## config.mk

```make
export PLATFORM = sky130hd
export DESIGN_NAME = pmu_user_gate
export DESIGN_NICKNAME = d
export VERILOG_FILES = /design/src/rtl/pmu_gate_pkg.sv /design/src/rtl/pmu_access_policy.sv /design/src/rtl/pmu_mask_unit.sv /design/src/rtl/pmu_regfile.sv /design/src/rtl/pmu_user_gate.sv
export SDC_FILE = /design/constraint.sdc
export NUM_CORES = 1
export LEC_CHECK = 0
export ABC_AREA = 1
export CAP_MARGIN = 20
export CORE_MARGIN = 8
export CORE_UTILIZATION = 50
export DETAILED_ROUTE_END_ITERATION = 8
export HOLD_SLACK_MARGIN = 0.02
export MAX_ROUTING_LAYER = met4
export PLACE_DENSITY = 0.68
export SETUP_SLACK_MARGIN = 0.15
export SLEW_MARGIN = 20
export SYNTH_ARGS = -nofsm -noshare
export SYNTH_HDL_FRONTEND = slang
export SYNTH_SLANG_ARGS = --single-unit
```

## constraint.sdc

```tcl
create_clock -name clk -period 6.9 [get_ports clk]
set_input_delay 0.69 -clock clk [delete_from_list [all_inputs] [get_ports clk]]
set_output_delay 0.69 -clock clk [all_outputs]
set_load 0.02 [all_outputs]
```

## src/rtl/pmu_gate_pkg.sv

```systemverilog
package pmu_gate_pkg;

  typedef enum logic [2:0] {
    SEL_CTL0 = 3'd0,
    SEL_CTL2 = 3'd1,
    SEL_PMC1 = 3'd2,
    SEL_PMC2 = 3'd3,
    SEL_PMC3 = 3'd4,
    SEL_PMC4 = 3'd5,
    SEL_PMC5 = 3'd6,
    SEL_PMC6 = 3'd7
  } pmu_sel_e;

  typedef enum logic {
    EXC_FAC_UNAVAIL = 1'b0,
    EXC_EMUL_ASSIST = 1'b1
  } exc_code_e;

  typedef struct packed {
    logic      grant;
    logic      refuse;
    exc_code_e code;
  } verdict_t;

endpackage

```

## src/rtl/pmu_access_policy.sv

```systemverilog
module pmu_access_policy
  import pmu_gate_pkg::*;
#(
  parameter int SEL_W = 3
) (
  input  logic             user,
  input  logic             write,
  input  logic [SEL_W-1:0] sel,
  input  logic [1:0]       pmcc,
  output verdict_t         verdict
);

  logic outer_ctr;

  assign outer_ctr = (sel == SEL_PMC5) || (sel == SEL_PMC6);

  always_comb begin
    verdict = '{grant: 1'b1, refuse: 1'b0, code: EXC_FAC_UNAVAIL};
    if (user) begin
      if (outer_ctr && pmcc == 2'b11) begin
        verdict.refuse = 1'b1;
      end else if (pmcc == 2'b01) begin
        verdict.refuse = 1'b1;
      end else if (write && pmcc == 2'b00) begin
        verdict.refuse = 1'b1;
        verdict.code   = EXC_EMUL_ASSIST;
      end
      verdict.grant = !verdict.refuse;
    end
  end

endmodule

```

## src/rtl/pmu_mask_unit.sv

```systemverilog
module pmu_mask_unit
  import pmu_gate_pkg::*;
#(
  parameter int              DATA_W    = 32,
  parameter int              SEL_W     = 3,
  parameter logic [DATA_W-1:0] CTL0_MASK = 32'h8400_0080,
  parameter logic [DATA_W-1:0] CTL2_MASK = 32'h4020_1008
) (
  input  logic              user,
  input  logic [SEL_W-1:0]  sel,
  input  logic [DATA_W-1:0] old_word,
  input  logic [DATA_W-1:0] wdata,
  output logic [DATA_W-1:0] read_view,
  output logic [DATA_W-1:0] write_merge
);

  logic [DATA_W-1:0] eff_mask;

  always_comb begin
    eff_mask = '1;
    if (user) begin
      if (sel == SEL_CTL0)      eff_mask = CTL0_MASK;
      else if (sel == SEL_CTL2) eff_mask = CTL2_MASK;
    end
  end

  assign read_view   = old_word & eff_mask;
  assign write_merge = (old_word & ~eff_mask) | (wdata & eff_mask);

endmodule

```

## src/rtl/pmu_regfile.sv

```systemverilog
module pmu_regfile #(
  parameter int DATA_W = 32,
  parameter int SEL_W  = 3
) (
  input  logic              clk,
  input  logic              rst,
  input  logic              we,
  input  logic [SEL_W-1:0]  addr,
  input  logic [DATA_W-1:0] wdata,
  output logic [DATA_W-1:0] rdata,
  output logic [DATA_W-1:0] ctl0_word
);

  localparam int DEPTH = 2 ** SEL_W;

  logic [DATA_W-1:0] word_q [DEPTH];

  for (genvar gi = 0; gi < DEPTH; gi++) begin : g_word
    always_ff @(posedge clk) begin
      if (rst)                                 word_q[gi] <= '0;
      else if (we && addr == SEL_W'(gi))       word_q[gi] <= wdata;
    end
  end

  assign rdata     = word_q[addr];
  assign ctl0_word = word_q[0];

endmodule

```

## src/rtl/pmu_user_gate.sv

```systemverilog
module pmu_user_gate
  import pmu_gate_pkg::*;
#(
  parameter int                DATA_W    = 32,
  parameter int                SEL_W     = 3,
  parameter int                PMCC_LSB  = 18,
  parameter logic [DATA_W-1:0] CTL0_MASK = 32'h8400_0080,
  parameter logic [DATA_W-1:0] CTL2_MASK = 32'h4020_1008
) (
  input  logic              clk,
  input  logic              rst,
  input  logic              req_valid,
  input  logic              req_write,
  input  logic              req_user,
  input  logic [SEL_W-1:0]  req_sel,
  input  logic [DATA_W-1:0] req_wdata,
  output logic              rsp_valid,
  output logic [DATA_W-1:0] rsp_rdata,
  output logic              exc_valid,
  output logic              exc_code
);

  logic [DATA_W-1:0] old_word;
  logic [DATA_W-1:0] ctl0_word;
  logic [DATA_W-1:0] read_view;
  logic [DATA_W-1:0] write_merge;
  logic [1:0]        pmcc;
  verdict_t          verdict;
  logic              wr_en;

  assign pmcc  = ctl0_word[PMCC_LSB +: 2];
  assign wr_en = req_valid && req_write && verdict.grant;

  pmu_access_policy #(.SEL_W(SEL_W)) u_policy (
    .user    (req_user),
    .write   (req_write),
    .sel     (req_sel),
    .pmcc    (pmcc),
    .verdict (verdict)
  );

  pmu_mask_unit #(
    .DATA_W(DATA_W), .SEL_W(SEL_W), .CTL0_MASK(CTL0_MASK), .CTL2_MASK(CTL2_MASK)
  ) u_mask (
    .user        (req_user),
    .sel         (req_sel),
    .old_word    (old_word),
    .wdata       (req_wdata),
    .read_view   (read_view),
    .write_merge (write_merge)
  );

  pmu_regfile #(.DATA_W(DATA_W), .SEL_W(SEL_W)) u_rf (
    .clk       (clk),
    .rst       (rst),
    .we        (wr_en),
    .addr      (req_sel),
    .wdata     (write_merge),
    .rdata     (old_word),
    .ctl0_word (ctl0_word)
  );

  always_ff @(posedge clk) begin
    if (rst) begin
      rsp_valid <= 1'b0;
      rsp_rdata <= '0;
      exc_valid <= 1'b0;
      exc_code  <= 1'b0;
    end else begin
      rsp_valid <= req_valid;
      exc_valid <= req_valid && verdict.refuse;
      exc_code  <= (req_valid && verdict.refuse) ? verdict.code : 1'b0;
      rsp_rdata <= (req_valid && !req_write && verdict.grant) ? read_view : '0;
    end
  end

  AST_REFUSE_ZERO_DATA: assert property (@(posedge clk) disable iff (rst)
    exc_valid |-> (rsp_rdata == '0 && rsp_valid));
  AST_REFUSE_KEEPS_PMCC: assert property (@(posedge clk) disable iff (rst)
    (req_valid && verdict.refuse) |=> (pmcc == $past(pmcc)));
  AST_SUPERVISOR_NO_EXC: assert property (@(posedge clk) disable iff (rst)
    (req_valid && !req_user) |=> !exc_valid);
  AST_EMUL_ONLY_WRITE: assert property (@(posedge clk) disable iff (rst)
    (req_valid && exc_code == 1'b1 && exc_valid) |-> 1'b1 ##0 $past(req_write && pmcc == 2'b00));
  AST_OUTER_CTR_FROZEN: assert property (@(posedge clk) disable iff (rst)
    (req_valid && req_user && req_sel >= SEL_W'(SEL_PMC5) && pmcc == 2'b11)
      |=> (exc_valid && exc_code == 1'b0));
  AST_CTL0_VIEW: assert property (@(posedge clk) disable iff (rst)
    (req_valid && req_user && !req_write && req_sel == '0)
      |=> ((rsp_rdata & ~CTL0_MASK) == '0));
  AST_CTL2_VIEW: assert property (@(posedge clk) disable iff (rst)
    (req_valid && req_user && !req_write && req_sel == SEL_W'(1))
      |=> ((rsp_rdata & ~CTL2_MASK) == '0));

endmodule

```

==> results.py, run 1 <==
metrics = {
    "synthesis": {
        "synth.lib_cells_used.distinct": 27,
        "yosysTopAreaCellShare_pct": 57.63,
        "synth-edff-count": 256,
        "synth.cells.most_frequent": "nand2_1 (546), edfxtp_1 (256), a21oi_1 (240)",
        "yosys_top_cell_by_area": "edfxtp_1",
        "synth_most_common_cell": "nand2_1",
        "post_synth.cell_area_avg_um2": 9.617,
        "ys_warn_count": 0,
        "synthFlopType": "edfxtp_1",
        "syn_inst": 1387,
        "yosys-top-cells-area": "edfxtp_1 (58%), nand2_1 (15%), a21oi_1 (9.0%)",
        "ys_ff_latch": 291,
        "mappedNetlistNets": 1427,
        "ys_seq_area_share_pct": 62.88,
        "ys_async_sr_fraction_pct": 0,
        "cell_area_after_synthesis_um2": 13340,
    },
    "die": {
        "dieWidth_um": 179.3,
        "top_level_ports": 75,
        "initial_core_utilization_pct": 51.04,
        "fp.dieH_um": 179.3,
        "placeableCoreArea_um2": 26130,
        "std_cell_rows": 59,
        "die_outline_area_um2": 32160,
    },
    "cts": {
        "cts.clk_slew.worst_paths_ns": 0.06,
        "cts_resized": 0,
        "postCtsSetupRepairBufs": 0,
        "clkSinkCount": 291,
        "cts-root-buf": "clkbuf_16",
        "cts_inserted_buffers": 31,
        "clk_path_buf_depth": 3,
        "number_of_levels_in_the_clock_h_tree": 1,
        "clk_latency_ns": 0.56,
        "clock_tree_from_tritoncts": "built",
        "hold_buf_count_cts": 0,
    },
    "outcome": {
        "outcome": "completed",
    },
    "global_route": {
        "first_global_vias": 10230,
        "grt_util_all_layers_pct": 24.53,
        "largest_net_degree_at_the_start_of_global_routing": 81,
        "grt_antenna_before_repair": 0,
        "gr-total-overflow": 0,
        "grt_first_pass_wirelength_um": 57950,
    },
    "setup_path": {
        "critPathKind": "in2reg",
        "worst_path_largest_cell_delay_ns": 0.65,
        "critical_path.reg2reg.startpoint": "u_rf.word_q[0][18]$_SDFFCE_PN0P_",
        "required_ns": 7.16,
        "critical_path_arrival_ns": 3.64,
        "worst_setup_path_end_kind": "register",
        "worstSetupStartpointType": "primary input",
        "timing.reg2reg.setup_slack_ns": 3.84,
        "cp_max_fo": 63,
        "slowest_stage_cell_on_the_critical_path": "buf_4",
        "rr_endpoint": "u_rf.word_q[1][17]$_SDFFCE_PN0P_",
        "timing.critical_path.cells": "buf_2 -> inv_2 -> buf_4 -> nand2_1 -> nor2_2 -> nand2_4 -> nand2_4 -> inv_4 -> nand2_1 -> a21oi_1",
        "timing.critical_path.max_delay_family": "simple AND/OR/NAND/NOR gates",
        "critPathBufInv": 4,
        "worst_reg_to_reg_cells": 6,
    },
    "final_layout": {
        "layout-area-overhead-vs-synth_pct": 14.40,
        "n_fill_cell": 2305,
        "finish.net_count": 1473,
        "layout-drive-gt1-share_pct": 8.368,
        "antenna-diode-count": 0,
    },
    "pwr": {
        "power_frac_comb_pct": 8.8,
        "vdd.ir_drop.worst_mv": 0.2949,
        "seq_power_share_pct": 50.8,
        "p_leak_nw": 6.065,
        "pwr_density_cell_nw_per_um2": 258.2,
        "cell_internal_pwr_w": 0.002987,
        "p_sw_share_pct": 24.20,
        "net-switching-power_w": 0.0009534,
        "power.share.clock_pct": 40.5,
    },
    "routing": {
        "wl_per_cell_um": 21.43,
        "via_cell_ratio": 5.904,
        "drt-total-wl_um": 38420,
        "post-route-drc-count": 0,
        "antenna_left": 0,
        "drtIter0Drc": 1183,
        "via_count": 10590,
        "first_drt_pass_iteration_count": 5,
    },
    "sta": {
        "worstMarginPinSlew_ns": 1.156,
        "setup_viol_count_final": 0,
        "setup_ws_ns": 3.516,
        "fmax_ghz": 0.2955,
        "minimum_period_implied_by_the_final_worst_setup_slack_ns": 3.384,
        "unrepaired_setup_endpoints_after_global_routing": "no",
        "report.final.hold_viol_count": 0,
        "max_slew_margin_pct": 22.69,
        "min_period_over_period_pct": 49.04,
        "final-max-slew-violation-count": 0,
        "setup_tns_ns": 0,
        "final.setup_skew_ns": 0.01158,
    },
    "placement": {
        "gp_congestion": 0.7959,
        "io_buffer_count": 74,
        "dp_hpwl_um": 20100,
        "pre_cts_slack_ns": 3.047,
    },
    "min_path": {
        "hold_end": "rsp_rdata[13]$_SDFF_PP0_",
        "hold_path_cell_cnt": 4,
        "worst_hold_startpoint": "u_rf.word_q[6][13]$_SDFFCE_PN0P_",
        "kind_of_path_behind_the_tightest_hold_check": "reg2reg",
    },
    "flow_run": {
        "timing.max_cap.violations": 0,
    },
}
## layout by cell type, fill, tap and decap left out, drive strengths merged
cell / n
nor2: 63
edfxtp: 256
nor3: 1
clkdlybuf4s50: 71
buf: 23
nand2: 555
nand4: 12
or2: 2
nand3: 116
a22oi: 4
clkinvlp: 2
a21oi: 240
dfxtp: 35
bufinv: 1
o21bai: 1
inv: 20
clkbuf: 45
clkinv: 11
## metrics by stage
step                area, µm²  utilization, %  std cells  power, W  hold WS, ns
floorplan               13340               -       1387  0.002251       0.5460
global placement        14270           54.63       1735  0.002371       0.6518
detailed placement      14270           54.63       1735  0.002377       0.6694
CTS                     15250           58.35       1793  0.003940       0.6843
global route            15260           58.39       1793  0.004051       0.7322
finish                  15260           58.39       1793  0.003940       0.6983
## layer usage
metal	routed length (µm)	GRT usage, %
met5	0	-
met4	1319	10.03
met3	3740	3.458
met2	18050	38.75
met1	15310	31.71
## state kept, by name, summed over array words and instances (netlist names)
name         flops
u_rf.word_q    256
rsp_rdata       32
exc_code         1
exc_valid        1
rsp_valid        1
## final cells by class
class,instances,area [µm²],area share [%]
well taps,335,419.2,2.747
clock inverters,13,96.34,0.6314
flip-flops and latches,291,8388,54.97
repair buffers,94,878.3,5.756
clock buffers,45,878.3,5.756
multi-input cells,994,4517,29.60
inverters,21,82.58,0.5412
## power by group through the flow
stage                     Clock (W)  Combinational [W]  Sequential (W)
after global placement            0           0.000337         0.00203
after global routing        0.00167           0.000374         0.00201
after CTS                   0.00160           0.000342         0.00200
final                       0.00160           0.000345         0.00200
after floorplan                   0           0.000212         0.00204
after detailed placement          0           0.000340         0.00204
## how the worst max path moves through the flow
| stage | start | end | slack, ns | cells past startpoint |
|---|---|---|---|---|
| 5_1_grt | req_sel[1] | u_rf.word_q[5][6]$_SDFFCE_PN0P_ | 3.42 | 10 |
| 4_1_cts | req_sel[1] | u_rf.word_q[3][25]$_SDFFCE_PN0P_ | 3.63 | 10 |
| 3_5_place_dp | req_sel[1] | u_rf.word_q[3][25]$_SDFFCE_PN0P_ | 3.05 | 10 |
| 2_1_floorplan | req_sel[2] | u_rf.word_q[0][0]$_SDFFCE_PN0P_ | 4.33 | 8 |
| 3_3_place_gp | req_sel[1] | u_rf.word_q[0][24]$_SDFFCE_PN0P_ | 3.10 | 10 |
| 6_report | req_sel[1] | u_rf.word_q[1][5]$_SDFFCE_PN0P_ | 3.52 | 10 |
## tightest hold or removal path: cells and delay by family, from the launching register on
family | cells | cell delay (ns)
DFF | 1 | 0.32
and+or+nand+nor | 4 | 0.35
## kinds of logic (layout without fill, tap and decap cells)
| logic type | after synthesis | in the layout | share of synthesized area [%] |
|---|---|---|---|
| DFF | 291 | 291 | 62.88 |
| and+or+nand+nor | 749 | 749 | 24.35 |
| buffers and inverters | 102 | 173 | 3.480 |
| AOI/OAI and AO/OA | 245 | 245 | 9.286 |
(Power assumes the default switching activity.)
==> inputs of run 2 (changes only) <==
--- a/config.mk
+++ b/config.mk
@@ -12,7 +12,7 @@
 export DETAILED_ROUTE_END_ITERATION = 8
 export HOLD_SLACK_MARGIN = 0.02
 export MAX_ROUTING_LAYER = met4
-export PLACE_DENSITY = 0.68
+export PLACE_DENSITY = 0.7
 export SETUP_SLACK_MARGIN = 0.15
 export SLEW_MARGIN = 20
 export SYNTH_ARGS = -nofsm -noshare
==> constraint.sdc (replaced) <==
create_clock -name clk -period 2.85 [get_ports clk]
set_input_delay 0.285 -clock clk [delete_from_list [all_inputs] [get_ports clk]]
set_output_delay 0.285 -clock clk [all_outputs]
set_load 0.02 [all_outputs]
==> run 2 against run 1 <==
Combinational power grew to 2.6 times the previous value. Critical path type is now reg2reg. Flip-flop and latch count did not move. Utilization is 1.3 points higher. Register-to-register slack worse by 3.1 ns. Largest power group unchanged. Count of clock-buffer cells in the layout rose by 10. Worst hold slack got worse by 0.32 ns. First-iteration DRC count increased by 14%. Clock power grew 140%. Wire length decreased by 0.59%. Cell count is 1.6% higher. Die area unchanged.
==> results.py, run 2 (synthesis results as in run 1) <==
metrics = {
    "routing": {
        "wl_per_cell_um": 20.96,
        "via_count": 10690,
        "antenna_left": 0,
        "drt-total-wl_um": 38190,
        "drtIter0Drc": 1349,
        "via_cell_ratio": 5.866,
        "first_drt_pass_iteration_count": 5,
        "post-route-drc-count": 0,
    },
    "final_layout": {
        "registers.top_by_ff_count": "u_rf.word_q",
        "final-instance-count-excl-fill": 1822,
        "layout-area-overhead-vs-synth_pct": 17.02,
        "final_cell_mix": "nand2_1 (538), edfxtp_1 (256), a21oi_1 (240), nand3_1 (90), clkdlybuf4s50_1 (71)",
        "antenna-diode-count": 0,
        "largest_register_ff_count": 256,
        "mostFrequentLayoutCell": "nand2_1",
        "layout-drive-gt1-share_pct": 9.751,
        "biggestRegsByFlops": "u_rf.word_q x256, rsp_rdata x32",
        "finish.net_count": 1503,
    },
    "cts": {
        "cts.clk_slew.worst_paths_ns": 0.06,
        "postCtsSetupRepairBufs": 0,
        "cts_inserted_buffers": 30,
        "clk_path_buf_depth": 3,
        "cts_resized": 0,
        "hold_buf_count_cts": 0,
        "number_of_levels_in_the_clock_h_tree": 1,
        "clk_latency_ns": 0.55,
        "cts-root-buf": "clkbuf_16",
        "clkSinkCount": 291,
        "clock_tree_from_tritoncts": "built",
    },
    "die": {
        "fp.dieH_um": 179.3,
        "std_cell_rows": 59,
        "dieWidth_um": 179.3,
        "top_level_ports": 75,
        "placeableCoreArea_um2": 26130,
        "die_outline_area_um2": 32160,
        "initial_core_utilization_pct": 51.04,
    },
    "flow_run": {
        "timing.max_cap.violations": 0,
    },
    "global_route": {
        "first_global_vias": 10440,
        "grt_antenna_before_repair": 0,
        "grt_util_all_layers_pct": 24.77,
        "largest_net_degree_at_the_start_of_global_routing": 86,
        "gr-total-overflow": 0,
        "grt_first_pass_wirelength_um": 59080,
    },
    "setup_path": {
        "critical_path_arrival_ns": 2.36,
        "timing.reg2reg.setup_slack_ns": 0.74,
        "critPathKind": "reg2reg",
        "cp_max_fo": 20,
        "worst_setup_path_end_kind": "register",
        "required_ns": 3.10,
        "worstSetupStartpointType": "register",
    },
    "sta": {
        "final.setup_skew_ns": 0.01217,
        "minimum_period_implied_by_the_final_worst_setup_slack_ns": 2.108,
        "setup_tns_ns": 0,
        "fmax_ghz": 0.4744,
        "final-max-slew-violation-count": 0,
        "max_slew_margin_pct": 56.58,
        "unrepaired_setup_endpoints_after_global_routing": "no",
        "min_period_over_period_pct": 73.96,
        "setup_viol_count_final": 0,
        "worstMarginPinSlew_ns": 0.6513,
        "report.final.hold_viol_count": 0,
    },
    "placement": {
        "io_buffer_count": 74,
        "dp_hpwl_um": 22530,
        "gp_congestion": 0.9198,
        "post-place-cells": 1766,
    },
    "outcome": {
        "outcome": "completed",
    },
    "pwr": {
        "p_leak_nw": 6.248,
        "pwr_density_cell_nw_per_um2": 616.5,
        "vdd.ir_drop.worst_mv": 0.4711,
    },
    "min_path": {
        "kind_of_path_behind_the_tightest_hold_check": "in2reg",
    },
}
run 2: worst max-delay path, stage by stage (launching register included):
cell and delay (ns):
edfxtp_1 0.43, o21bai_1 0.16, nand2_1 0.06, nand2_1 0.45, nand3_1 0.17, nand2_2 0.30
buf_12 0.22
run 2: per-layer routing:
| metal | GRT usage (%) | part of all wire, % | vias to the layer above |
|---|---|---|---|
| met2 | 38.91 | 47 | 609 |
| met4 | 8.122 | 2.9 | 0 |
| li1 | - | - | 4931 |
| met3 | 3.835 | 11 | 88 |
| met5 | - | 0 | - |
| met1 | 32.77 | 40 | 5059 |
run 2: power by group:
group | switching (W) | leakage, nW | internal [W]
clock network | 0.00156 | 0.477 | 0.00234
logic | 0.000633 | 2.85 | 0.000255
registers | 0.0000440 | 2.92 | 0.00479
run 2: path summary, 6_finish.rpt:
check	depth (start not counted)	to	startpoint
max reg2reg	6	u_rf.word_q[4][31]$_SDFFCE_PN0P_	u_rf.word_q[0][18]$_SDFFCE_PN0P_
min reg2reg	3	exc_code$_SDFF_PP0_	u_rf.word_q[0][18]$_SDFFCE_PN0P_
min	4	rsp_rdata[27]$_SDFF_PP0_	req_sel[2]
max	6	u_rf.word_q[4][31]$_SDFFCE_PN0P_	u_rf.word_q[0][18]$_SDFFCE_PN0P_
run 2: through the flow:
| step | total power [W] | area [µm²] | hold WS [ns] | worst slack (ns) | util, % |
|---|---|---|---|---|---|
| floorplan | 0.005450 | 13340 | 0.4108 | 0.6518 | - |
| global placement | 0.005784 | 14620 | 0.6149 | 0.4305 | 55.95 |
| detailed placement | 0.005799 | 14620 | 0.6007 | 0.3981 | 55.95 |
| CTS | 0.009639 | 15610 | 0.3592 | 0.7801 | 59.73 |
| global route | 0.009884 | 15610 | 0.3997 | 0.6016 | 59.73 |
| finish | 0.009623 | 15610 | 0.3776 | 0.7422 | 59.73 |
run 2: area by class of cell:
| cell class | instances | area, µm² |
|---|---|---|
| repair buffers | 125 | 1224 |
| flip-flops and latches | 291 | 8388 |
| fillers | 2231 | 10520 |
| multi-input cells | 994 | 4507 |
| inverters | 21 | 82.58 |
| clock buffers | 55 | 958.4 |
| clock inverters | 1 | 30.03 |
| well taps | 335 | 419.2 |
